`src/rtl/bt_pkg.sv`:
```
package bt_pkg;
   typedef enum logic [1:0] {
      BT_OP_TEST = 2'd0,
      BT_OP_SET  = 2'd1,
      BT_OP_CLR  = 2'd2,
      BT_OP_FLIP = 2'd3
   } bt_op_e;

   typedef enum logic [1:0] {
      ST_IDLE  = 2'd0,
      ST_READ  = 2'd1,
      ST_WRITE = 2'd2,
      ST_DONE  = 2'd3
   } bt_state_e;
endpackage

```
`src/rtl/bt_index_decode.sv`:
```
module bt_index_decode #(
   parameter int DATA_W = 32,
   parameter int ADDR_W = 32,
   parameter int IMM_W  = 8,
   localparam int POS_W = $clog2(DATA_W)
) (
   input  logic [DATA_W-1:0] idx_reg,
   input  logic [IMM_W-1:0]  imm_idx,
   input  logic              idx_imm,
   input  logic [ADDR_W-1:0] eff_addr,
   input  logic [ADDR_W-1:0] addr_mask,
   output logic [POS_W-1:0]  pos,
   output logic [ADDR_W-1:0] addr
);
   localparam int BYTE_SH = $clog2(DATA_W / 8);
   localparam int EXT_W   = (ADDR_W > DATA_W) ? ADDR_W : DATA_W;

   if (DATA_W < 8 || (DATA_W & (DATA_W - 1)) != 0) begin : g_bad_data
      $error("bt_index_decode: DATA_W must be a power of two of at least 8");
   end
   if (IMM_W < POS_W) begin : g_bad_imm
      $error("bt_index_decode: IMM_W too narrow for a bit position");
   end

   logic signed [EXT_W-1:0] idx_ext;
   logic signed [EXT_W-1:0] disp;
   logic        [EXT_W-1:0] scaled;
   logic        [ADDR_W-1:0] offset;
   logic                    unused_imm_hi;

   assign idx_ext = EXT_W'(signed'(idx_reg));
   assign disp    = idx_ext >>> POS_W;
   assign scaled  = disp << BYTE_SH;
   assign offset  = ADDR_W'(scaled);

   assign pos  = idx_imm ? imm_idx[POS_W-1:0] : idx_reg[POS_W-1:0];
   assign addr = (idx_imm ? eff_addr : (eff_addr + offset)) & addr_mask;

   if (IMM_W > POS_W) begin : g_imm_sink
      assign unused_imm_hi = ^imm_idx[IMM_W-1:POS_W];
   end else begin : g_imm_nosink
      assign unused_imm_hi = 1'b0;
   end
endmodule

```
`src/rtl/bt_bit_alu.sv`:
```
module bt_bit_alu
   import bt_pkg::*;
#(
   parameter int DATA_W = 32,
   localparam int POS_W = $clog2(DATA_W)
) (
   input  logic [DATA_W-1:0] din,
   input  logic [POS_W-1:0]  pos,
   input  bt_op_e            op,
   output logic              cf,
   output logic [DATA_W-1:0] dout
);
   assign cf = din[pos];

   for (genvar i = 0; i < DATA_W; i++) begin : g_bit
      logic hit;
      assign hit = (pos == POS_W'(i));
      assign dout[i] = !hit             ? din[i]  :
                       (op == BT_OP_SET)  ? 1'b1    :
                       (op == BT_OP_CLR)  ? 1'b0    :
                       (op == BT_OP_FLIP) ? ~din[i] : din[i];
   end

   always_comb begin
      AST_ALU_ONE_BIT: assert ($countones(din ^ dout) <= 1);
      AST_ALU_TEST_KEEPS: assert (op != BT_OP_TEST || dout == din);
   end
endmodule

```
`src/rtl/bt_seq.sv`:
```
module bt_seq
   import bt_pkg::*;
#(
   parameter int DATA_W = 32,
   parameter int ADDR_W = 32,
   localparam int POS_W = $clog2(DATA_W)
) (
   input  logic              clk,
   input  logic              rst_n,
   input  logic              start,
   input  logic [1:0]        op,
   input  logic              is_mem,
   input  logic [DATA_W-1:0] reg_val,
   input  logic [POS_W-1:0]  pos_in,
   input  logic [ADDR_W-1:0] addr_in,
   input  logic              mem_ready,
   input  logic [DATA_W-1:0] mem_rdata,
   output bt_op_e            op_q,
   output logic [POS_W-1:0]  pos_q,
   output logic [DATA_W-1:0] opnd_q,
   output logic              mem_q,
   output logic              busy,
   output logic              done,
   output logic              mem_req,
   output logic              mem_we,
   output logic [ADDR_W-1:0] mem_addr
);
   bt_state_e state;
   logic [ADDR_W-1:0] addr_q;

   always_ff @(posedge clk or negedge rst_n) begin
      if (!rst_n) begin
         state  <= ST_IDLE;
         op_q   <= BT_OP_TEST;
         pos_q  <= '0;
         opnd_q <= '0;
         mem_q  <= 1'b0;
         addr_q <= '0;
      end else begin
         case (state)
            ST_IDLE: if (start) begin
               op_q   <= bt_op_e'(op);
               pos_q  <= pos_in;
               addr_q <= addr_in;
               mem_q  <= is_mem;
               opnd_q <= reg_val;
               state  <= is_mem ? ST_READ : ST_DONE;
            end
            ST_READ: if (mem_ready) begin
               opnd_q <= mem_rdata;
               state  <= (op_q == BT_OP_TEST) ? ST_DONE : ST_WRITE;
            end
            ST_WRITE: if (mem_ready) state <= ST_DONE;
            default: state <= ST_IDLE;
         endcase
      end
   end

   assign busy     = (state != ST_IDLE);
   assign done     = (state == ST_DONE);
   assign mem_req  = (state == ST_READ) || (state == ST_WRITE);
   assign mem_we   = (state == ST_WRITE);
   assign mem_addr = addr_q;

   AST_REQ_HOLD: assert property (@(posedge clk) disable iff (!rst_n)
      (mem_req && !mem_ready) |=> (mem_req && $stable(mem_addr) && $stable(mem_we)));
   AST_TEST_NO_WRITE: assert property (@(posedge clk) disable iff (!rst_n)
      mem_we |-> (op_q != BT_OP_TEST));
   AST_WRITE_SAME_ADDR: assert property (@(posedge clk) disable iff (!rst_n)
      (mem_req && $rose(mem_we)) |-> $stable(mem_addr));
   AST_DONE_PULSE: assert property (@(posedge clk) disable iff (!rst_n)
      done |=> !done);
   AST_DONE_AFTER_ACCESS: assert property (@(posedge clk) disable iff (!rst_n)
      done |-> !mem_req);
endmodule

```
`src/rtl/bit_test_unit.sv`:
```
module bit_test_unit
   import bt_pkg::*;
#(
   parameter int DATA_W = 32,
   parameter int ADDR_W = 32,
   parameter int IMM_W  = 8
) (
   input  logic              clk,
   input  logic              rst_n,
   input  logic              start,
   input  logic [1:0]        op,
   input  logic              is_mem,
   input  logic              idx_imm,
   input  logic [DATA_W-1:0] reg_val,
   input  logic [DATA_W-1:0] idx_reg,
   input  logic [IMM_W-1:0]  imm_idx,
   input  logic [ADDR_W-1:0] eff_addr,
   input  logic [ADDR_W-1:0] addr_mask,
   output logic              busy,
   output logic              done,
   output logic              cf,
   output logic              reg_we,
   output logic [DATA_W-1:0] reg_wdata,
   output logic              mem_req,
   output logic              mem_we,
   output logic [ADDR_W-1:0] mem_addr,
   output logic [DATA_W-1:0] mem_wdata,
   input  logic              mem_ready,
   input  logic [DATA_W-1:0] mem_rdata
);
   localparam int POS_W = $clog2(DATA_W);

   logic [POS_W-1:0]  pos_d, pos_q;
   logic [ADDR_W-1:0] addr_d;
   logic [DATA_W-1:0] opnd_q, alu_out;
   bt_op_e            op_q;
   logic              mem_q;

   bt_index_decode #(.DATA_W(DATA_W), .ADDR_W(ADDR_W), .IMM_W(IMM_W)) u_dec (
      .idx_reg   (idx_reg),
      .imm_idx   (imm_idx),
      .idx_imm   (idx_imm),
      .eff_addr  (eff_addr),
      .addr_mask (addr_mask),
      .pos       (pos_d),
      .addr      (addr_d)
   );

   bt_seq #(.DATA_W(DATA_W), .ADDR_W(ADDR_W)) u_seq (
      .clk       (clk),
      .rst_n     (rst_n),
      .start     (start),
      .op        (op),
      .is_mem    (is_mem),
      .reg_val   (reg_val),
      .pos_in    (pos_d),
      .addr_in   (addr_d),
      .mem_ready (mem_ready),
      .mem_rdata (mem_rdata),
      .op_q      (op_q),
      .pos_q     (pos_q),
      .opnd_q    (opnd_q),
      .mem_q     (mem_q),
      .busy      (busy),
      .done      (done),
      .mem_req   (mem_req),
      .mem_we    (mem_we),
      .mem_addr  (mem_addr)
   );

   bt_bit_alu #(.DATA_W(DATA_W)) u_alu (
      .din  (opnd_q),
      .pos  (pos_q),
      .op   (op_q),
      .cf   (cf),
      .dout (alu_out)
   );

   assign reg_we    = done && !mem_q && (op_q != BT_OP_TEST);
   assign reg_wdata = alu_out;
   assign mem_wdata = alu_out;

   AST_REG_WE_ONLY_DONE: assert property (@(posedge clk) disable iff (!rst_n)
      reg_we |-> (done && !mem_req));
endmodule

```
`config.mk`:
```
export PLATFORM = sky130hd
export DESIGN_NAME = bit_test_unit
export DESIGN_NICKNAME = d
export VERILOG_FILES = /design/src/rtl/bt_pkg.sv /design/src/rtl/bt_index_decode.sv /design/src/rtl/bt_bit_alu.sv /design/src/rtl/bt_seq.sv /design/src/rtl/bit_test_unit.sv
export SDC_FILE = /design/constraint.sdc
export NUM_CORES = 1
export LEC_CHECK = 0
export BUFFER_PORTS_ARGS = -buffer_cell sky130_fd_sc_hd__buf_2
export CORE_MARGIN = 2
export CORE_UTILIZATION = 35
export CTS_BUF_LIST = sky130_fd_sc_hd__clkbuf_8
export DETAILED_ROUTE_END_ITERATION = 8
export GPL_TIMING_DRIVEN = 1
export PLACE_DENSITY = 0.62
export SKIP_CTS_REPAIR_TIMING = 1
export SYNTH_ARGS = -nofsm -noshare
export SYNTH_HDL_FRONTEND = slang
export SYNTH_SLANG_ARGS = --single-unit
```
`constraint.sdc`:
```
create_clock -name clk -period 2.05 [get_ports clk]
set_input_delay 0.205 -clock clk [delete_from_list [all_inputs] [get_ports clk]]
set_output_delay 0.205 -clock clk [all_outputs]
set_load 0.02 [all_outputs]
```
==> impl_metrics.json, run 1 <==
{
  "status": "complete, but fails checks",
  "failed_checks": "negative setup slack",
  "stdcell_count": 1304,
  "ioPinCount": 278,
  "firstDrtPassIters": 4,
  "syn_avg_cell_area_um2": 8.42,
  "drtAntennaViolNets": 0,
  "p_comb_share_pct": 71.2,
  "totalWireLength_mm": 22.9,
  "rsz0062_at_grt": "true",
  "fin_crit_ps": 2650,
  "critPathKind": "reg -> out",
  "grt_pass1_vias": 6227,
  "drc": 0,
  "ys_seq_elements": 74,
  "synth_top_area_cell": "dfrtp_1",
  "fp.dieW_um": 138,
  "nets": 1283,
  "worstRegToRegCells": 6,
  "place_inst": 1277,
  "cts.sinks": 74,
  "drive_gt1_share_pct": 47.9,
  "power_switching_uw": 6600,
  "drt-wirelength-per-cell_um": 17.6,
  "antenna_found_initial": 1,
  "synth_edf_count": 0,
  "end_kind": "output port",
  "fin_ws_ps": -605,
  "startpoint_type": "flop",
  "grt_max_degree": 65,
  "synth_top_cell_area_share_pct": 29.5,
  "fin_worst_skew_ps": 5.97,
  "min_period_over_period_pct": 130,
  "timing.hold.ws_ps": 16.8,
  "r2r-end": "u_seq.pos_q[0]",
  "worstHoldPathCells": 3,
  "syn-cell-area_um2": 6280,
  "relSlewSlack_pct": 53.3,
  "final_cell_mix": "220 x buf_2, 144 x buf_4, 95 x nand2_1",
  "initial_core_util_pct": 36.1,
  "drtIter0Drc": 350,
  "synthTopCellsByArea": "dfrtp_1 29%, mux2i_1 6.8%, ha_1 6.6%",
  "r2r-start": "u_seq.state[0]",
  "die-area_um2": 19000,
  "hold_path.class": "in -> reg",
  "fp.coreArea_um2": 17400,
  "htree_levels": 3,
  "synth_cell_type_count": 62,
  "powerDensity_nw_per_um2": 1410,
  "io_buffer_count": 274,
  "startpoint": "u_seq.pos_q[0]",
  "tightest_slew_ps": 701,
  "ys.flop_type": "dfrtp_1",
  "required_ps": 1850,
  "yosysWarningCount": 0,
  "place_congestion": 0.876,
  "synthToLayoutAreaGrowth_pct": 50.3,
  "cap_violations": 0,
  "cts-root-buf": "clkbuf_8",
  "ys_seq_area_share_pct": 29.5,
  "pwr-share-seq_pct": 21.0,
  "place_area_um2": 8450,
  "p_int_uw": 6690,
  "grt_pass1_wl_mm": 32.3,
  "final-setup-viol-count": 51,
  "peakVddDrop_mv": 0.937,
  "fill_cells": 1611,
  "cts_buffers": 9,
  "clockBufferDepth": 2,
  "critPathMaxFanout": 8,
  "syn_nets": 956,
  "arrival_ps": 2450,
  "leakage_uw": 0.00448,
  "clkLatencyLatePin_ps": 380,
  "clk_pin_slew_ps": 80,
  "design_area_um2": 9440,
  "vias_per_cell": 5.23,
  "tritoncts": "built",
  "track_usage_pct": 22.4,
  "maxSlewViolCount": 0,
  "dieHeight_um": 138,
  "syn-instance-count": 746,
  "async_flop_share_pct": 100,
  "hold_viol": 0,
  "grt_overflow_total": 0,
  "dr_total_vias": 6817,
  "p_sw_share_pct": 49.7,
  "utilization_pct": 54.2,
  "cp-endpoint": "cf",
  "r2r_slack_ps": 230,
  "layout_commonest_cell": "buf_2",
  "p_clk_share_pct": 7.9,
  "dpl.hpwl_mm": 17.4,
  "place_ws_ps": -324,
  "clock.fmax_mhz": 377,
  "row_count": 48
}
==> cell families (layout without fill, tap and decap cells) <==
group / Yosys count / in the layout / share of synthesized area [%]
muxes: 54 / 54 / 10.8
xor gates and xnor gates: 27 / 27 / 3.76
and+or+nand+nor: 229 / 229 / 15.9
other: 0 / 1 / 0
DFF: 74 / 74 / 29.5
AOI/OAI and AO/OA: 243 / 243 / 25.3
adders and majority gates: 34 / 34 / 6.89
buffers and inverters: 85 / 417 / 7.87
==> worst min path at each step <==
stage,endpoint,start,slack [ps]
2_1_floorplan,u_seq.mem_addr[0],rst_n,-90
3_3_place_gp,u_seq.opnd_q[10],rst_n,290
3_5_place_dp,u_seq.opnd_q[9],rst_n,290
4_1_cts,u_seq.opnd_q[9],rst_n,-120
5_1_grt,u_seq.op_q[1],op[1],10
6_report,u_seq.op_q[1],op[1],20
==> stage by stage <==
| step | setup TNS, ps | power (µW) |
|---|---|---|
| detailed placement | -3270 | 10500 |
| finish | -5670 | 13300 |
| floorplan | -229 | 7930 |
| global placement | -2710 | 10400 |
| CTS | -17080 | 11500 |
| global route | -10480 | 14200 |
==> worst max-delay path, stage by stage (launching register included) <==
cell	delay, ps
dfrtp_2	450
buf_12	150
mux4_2	510
mux4_2	540
mux2_4	290
buf_6	130
==> routing by layer <==
layer  vias up  GRT usage, %  part of all wire, %
met3        50          3.33                  6.9
li1       3330             -                    -
met4         0          10.8                  3.4
met1      3151          27.6                   41
met2       286          38.2                   49
met5         -             0                    0
==> synthesized netlist by cell type (all sizes together) (6+ instances only) <==
cell type and instances:
a21o 14, a21oi 86, a31oi 20, buf 44, clkbuf 31, dfrtp 74, ha 33, inv 10
mux2i 43, mux4 10, nand2 107, nand2b 7, nand3 17, nand4 11, nor2 61, nor2b 7
o211ai 6, o21a 6, o21ai 60, o31ai 21, xnor2 10, xor2 17
==> power by group through the flow <==
| stage | logic, µW | clock network, µW | registers, µW |
|---|---|---|---|
| 2_1_floorplan | 4990 | 0 | 2940 |
| 3_3_place_gp | 7640 | 0 | 2750 |
| 3_5_place_dp | 7700 | 0 | 2760 |
| 4_1_cts | 7730 | 1080 | 2740 |
| 5_1_grt | 10200 | 1140 | 2860 |
| 6_report | 9460 | 1050 | 2780 |
==> flip-flops by register name, indices dropped and copies added, names as in the netlist <==
register	flops
u_seq.pos_q	5
u_seq.state	2
u_seq.mem_addr	32
u_seq.op_q	2
u_seq.mem_q	1
u_seq.opnd_q	32
==> layout make-up <==
| cell class | instances | area, µm² | area share [%] |
|---|---|---|---|
| multi-input cells | 587 | 4550 | 48.2 |
| repair buffers | 391 | 2550 | 27.0 |
| flip-flops and latches | 74 | 1860 | 19.7 |
| well taps | 225 | 282 | 2.98 |
| clock buffers | 10 | 138 | 1.46 |
| inverters | 10 | 37.5 | 0.398 |
| clock inverters | 6 | 27.5 | 0.292 |
| diodes | 1 | 2.50 | 0.0265 |
No activity file was read; power rests on OpenSTA's default activity.
==> inputs of run 2 (changes only) <==
- CELL_PAD_IN_SITES_DETAIL_PLACEMENT: default -> 0
- CELL_PAD_IN_SITES_GLOBAL_PLACEMENT: default -> 1
- CORE_UTILIZATION: 35 -> 32
- PLACE_DENSITY: 0.62 -> 0.82
==> impl_metrics.json, run 2 (same netlist as run 1, synthesis figures left out) <==
{
  "place_ws_ps": -353,
  "cp_cell_sequence": "buf_12 > buf_6 > mux4_2 > mux4_2 > mux2_4 > buf_6",
  "tightest_slew_ps": 609,
  "status": "complete, but fails checks",
  "synthToLayoutAreaGrowth_pct": 53.0,
  "stdcell_count": 1352,
  "min_period_over_period_pct": 127,
  "fin_worst_skew_ps": 19.6,
  "critical_path.max_stage_delay_ps": 480,
  "clockBufferDepth": 2,
  "cts_buffers": 9,
  "io_buffer_count": 274,
  "nets": 1290,
  "fp.dieW_um": 144,
  "hold_start": "op[0]",
  "tritoncts": "built",
  "place_congestion": 0.873,
  "required_ps": 1850,
  "grt_pass1_wl_mm": 32.9,
  "failed_checks": "negative hold slack, negative setup slack",
  "peakVddDrop_mv": 0.532,
  "place_area_um2": 8480,
  "fin_ws_ps": -556,
  "die-area_um2": 20800,
  "clkLatencyLatePin_ps": 380,
  "fill_cells": 1846,
  "drtAntennaViolNets": 0,
  "seqCellArea_um2": 1860,
  "hold_path.class": "in -> reg",
  "layout_commonest_cell": "buf_2",
  "grt_max_degree": 65,
  "grt_pass1_vias": 6339,
  "r2r-end": "u_seq.opnd_q[26]",
  "antenna_found_initial": 3,
  "relSlewSlack_pct": 59.4,
  "dpl.hpwl_mm": 17.6,
  "dr_total_vias": 6869,
  "drt-wirelength-per-cell_um": 16.9,
  "hold_viol": 1,
  "place_inst": 1312,
  "r2r-start": "u_seq.state[0]",
  "worstHoldPathCells": 3,
  "r2r_slack_ps": 220,
  "startpoint_type": "flop",
  "critPathMaxFanout": 8,
  "track_usage_pct": 20.6,
  "final-setup-viol-count": 58,
  "ioPinCount": 278,
  "htree_levels": 3,
  "initial_core_util_pct": 32.5,
  "min_to": "u_seq.op_q[0]",
  "cp_slowest_cell": "mux4_2",
  "maxSlewViolCount": 0,
  "fp.coreArea_um2": 19300,
  "clk_pin_slew_ps": 100,
  "cts-root-buf": "clkbuf_8",
  "row_count": 51,
  "end_kind": "output port",
  "rsz0062_at_grt": "true",
  "worstRegToRegCells": 7,
  "final_cell_mix": "228 x buf_2, 138 x buf_4, 95 x nand2_1",
  "design_area_um2": 9610,
  "dieHeight_um": 144,
  "arrival_ps": 2400,
  "clock.fmax_mhz": 384,
  "grt_overflow_total": 0,
  "powerDensity_nw_per_um2": 1420,
  "critPathKind": "reg -> out",
  "drc": 0,
  "cts.sinks": 74,
  "multi_input_area_um2": 4520,
  "fin_setup_tns_ps": -8330,
  "firstDrtPassIters": 4,
  "leakage_uw": 0.00454,
  "fin_crit_ps": 2610,
  "timing.hold.ws_ps": -2.07,
  "vias_per_cell": 5.08,
  "drive_gt1_share_pct": 48.7,
  "totalWireLength_mm": 22.9,
  "drtIter0Drc": 312,
  "cap_violations": 0
}
[run 2: cell types whose count changed in the layout (fill, tap and decap cells not counted), moves of 3 or more]
| cell | before | now |
|---|---|---|
| o21ai_0 | 33 | 36 |
| o21ai_4 | 9 | 5 |
| o31ai_1 | 6 | 9 |
| a21oi_2 | 8 | 11 |
| o31ai_4 | 14 | 11 |
| buf_6 | 17 | 21 |
| a21oi_1 | 77 | 73 |
| inv_1 | 14 | 10 |
| buf_4 | 144 | 138 |
| buf_2 | 220 | 228 |
[run 2: power by group]
part,internal (µW),switching [µW]
registers,2170,552
clock network,784,637
logic,4110,5400
[run 2: layout make-up]
type,instances,area share [%]
antenna,2,0.0521
sequential,74,19.3
clock buffer,12,1.72
timing repair buffer,398,27.3
multi-input combinational,587,47.0
clock inverter,4,0.755
inverter,10,0.391
tap,265,3.45
[run 2: critical path: cells and delay by family, from the launching register on]
kind	cells	cell delay [ps]
buffers and inverters	3	390
DFF	1	390
muxes	3	1250
[run 2: per-stage QoR]
stage          util (%)  total power, µW
6_report           49.7            13600
4_1_cts            45.1            12000
5_1_grt            49.7            14500
3_3_place_gp       43.8            10400
2_1_floorplan         -             7930
3_5_place_dp       43.8            10500
[run 2: worst max path at each step]
stage | start | end | slack (ps) | depth (start not counted)
floorplan | idx_reg[5] | u_seq.mem_addr[28] | -80 | 10
global placement | eff_addr[2] | u_seq.mem_addr[22] | -250 | 11
detailed placement | eff_addr[2] | u_seq.mem_addr[22] | -350 | 11
CTS | u_seq.pos_q[0] | cf | -620 | 5
global route | u_seq.pos_q[0] | cf | -610 | 6
finish | u_seq.pos_q[0] | cf | -560 | 6
[run 2: routing by layer]
layer,global-route usage [%],share of wire [%],wire length (µm),vias up
li1,-,-,-,3357
met1,25.2,41,9380,3204
met2,36.8,50,11500,265
met3,2.35,5.4,1230,41
met4,8.23,3.5,791,2
met5,0,0.057,13,-
==> inputs of run 3 (changes only) <==
- TNS_END_PERCENT: default -> 20
==> impl_metrics.json, run 3 (same netlist as run 1, synthesis figures left out) <==
{
  "fin_crit_ps": 2600,
  "r2r_slack_ps": 210,
  "io_buffer_count": 274,
  "fin_ws_ps": -551,
  "drtIter0Drc": 310,
  "grt-busiest-layer": "met2",
  "drive_gt1_share_pct": 46.1,
  "die-area_um2": 20800,
  "pwr-share-seq_pct": 21.0,
  "use_met1_pct": 24.8,
  "track_usage_pct": 20.9,
  "hold_path.class": "in -> reg",
  "final_cell_mix": "244 x buf_2, 130 x buf_4, 103 x nand2_1",
  "utilization_pct": 47.7,
  "drtAntennaViolNets": 0,
  "fin_worst_skew_ps": 12.0,
  "antenna_found_initial": 4,
  "row_count": 51,
  "r2r-start": "u_seq.state[0]",
  "nets": 1283,
  "ioPinCount": 278,
  "tritoncts": "built",
  "grt_pass1_vias": 6558,
  "powerDensity_nw_per_um2": 1400,
  "grt_overflow_total": 0,
  "tightest_slew_ps": 615,
  "place_area_um2": 8430,
  "gr-usage-met2_pct": 38.4,
  "firstDrtPassIters": 9,
  "cts-root-buf": "clkbuf_8",
  "peakVddDrop_mv": 0.516,
  "dr_total_vias": 6738,
  "drt-wirelength-per-cell_um": 16.7,
  "critPathMaxFanout": 7,
  "totalWireLength_mm": 22.4,
  "vias_per_cell": 5.01,
  "place_ws_ps": -317,
  "clk_pin_slew_ps": 70,
  "rsz0062_at_grt": "true",
  "layout_commonest_cell": "buf_2",
  "p_total_uw": 12900,
  "cap_violations": 0,
  "clockBufferDepth": 2,
  "relSlewSlack_pct": 59.0,
  "hold_start": "op[0]",
  "design_area_um2": 9230,
  "place_congestion": 0.868,
  "clock.fmax_mhz": 384,
  "cp_cell_sequence": "buf_12 > buf_6 > mux4_2 > mux4_2 > mux2_4 > buf_6",
  "final-setup-viol-count": 61,
  "arrival_ps": 2400,
  "startpoint": "u_seq.pos_q[0]",
  "grt_max_degree": 65,
  "drc": 0,
  "cts.sinks": 74,
  "end_kind": "output port",
  "initial_core_util_pct": 32.5,
  "grt_pass1_wl_mm": 33.6,
  "crit_buf_inv": 3,
  "p_comb_share_pct": 67.7,
  "p_sw_share_pct": 47.7,
  "cpLargestDelayFamily": "multiplexers",
  "synthToLayoutAreaGrowth_pct": 46.9,
  "htree_levels": 3,
  "maxSlewViolCount": 0,
  "fin_setup_tns_ps": -7470,
  "p_int_uw": 6750,
  "cp_slowest_cell": "mux4_2",
  "startpoint_type": "flop",
  "critPathKind": "reg -> out",
  "failed_checks": "negative setup slack",
  "cts_buffers": 9,
  "fp.dieW_um": 144,
  "dieHeight_um": 144,
  "clkLatencyLatePin_ps": 380,
  "min_period_over_period_pct": 127,
  "required_ps": 1850,
  "p_clk_share_pct": 11.4,
  "fp.coreArea_um2": 19300,
  "dpl.hpwl_mm": 17.5,
  "hold_viol": 0,
  "power_switching_uw": 6150,
  "critical_path.max_stage_delay_ps": 480,
  "leakage_uw": 0.00439,
  "status": "complete, but fails checks",
  "use_met3_pct": 4.37
}
[run 3: path summary, 6_finish.rpt]
check,cells past startpoint,to
setup reg to reg,7,u_seq.mem_addr[27]
min in group asynchronous,2,u_seq.mem_addr[5]
hold / removal,3,u_seq.op_q[0]
hold reg to reg,2,u_seq.mem_addr[6]
setup / recovery,6,cf
max in group asynchronous,3,u_seq.pos_q[0]
[run 3: area by class of cell]
type | count | area, µm²
inverter | 10 | 37.5
sequential | 74 | 1860
multi-input combinational | 587 | 4280
antenna | 1 | 2.50
clock inverter | 6 | 106
timing repair buffer | 391 | 2470
fill | 1915 | 10100
clock buffer | 10 | 138
tap | 265 | 332
[run 3: stage by stage]
stage / hold slack (ps) / cells
after floorplan: -90.6 / 746
after global placement: 182 / 1311
after detailed placement: 182 / 1311
after CTS: -245 / 1327
after global routing: 24.9 / 1344
final: 24.5 / 1344
[run 3: worst min-delay path: cells and delay by family]
kind | cells | cell delay (ps)
simple gates | 2 | 90
buf+inv | 1 | 70
[run 3: power groups by stage]
stage	logic, µW	clock network [µW]	registers (µW)
4_1_cts	7780	1500	2680
3_5_place_dp	7740	0	2700
6_report	8730	1470	2700
5_1_grt	9500	1570	2780
2_1_floorplan	4920	0	2930
3_3_place_gp	7670	0	2690
[run 3: per-layer routing]
metal / vias up / part of all wire, %
li1: 3334 / -
met1: 3110 / 40
met2: 253 / 51
met3: 35 / 6.5
met4: 6 / 1.9
met5: - / 0.16
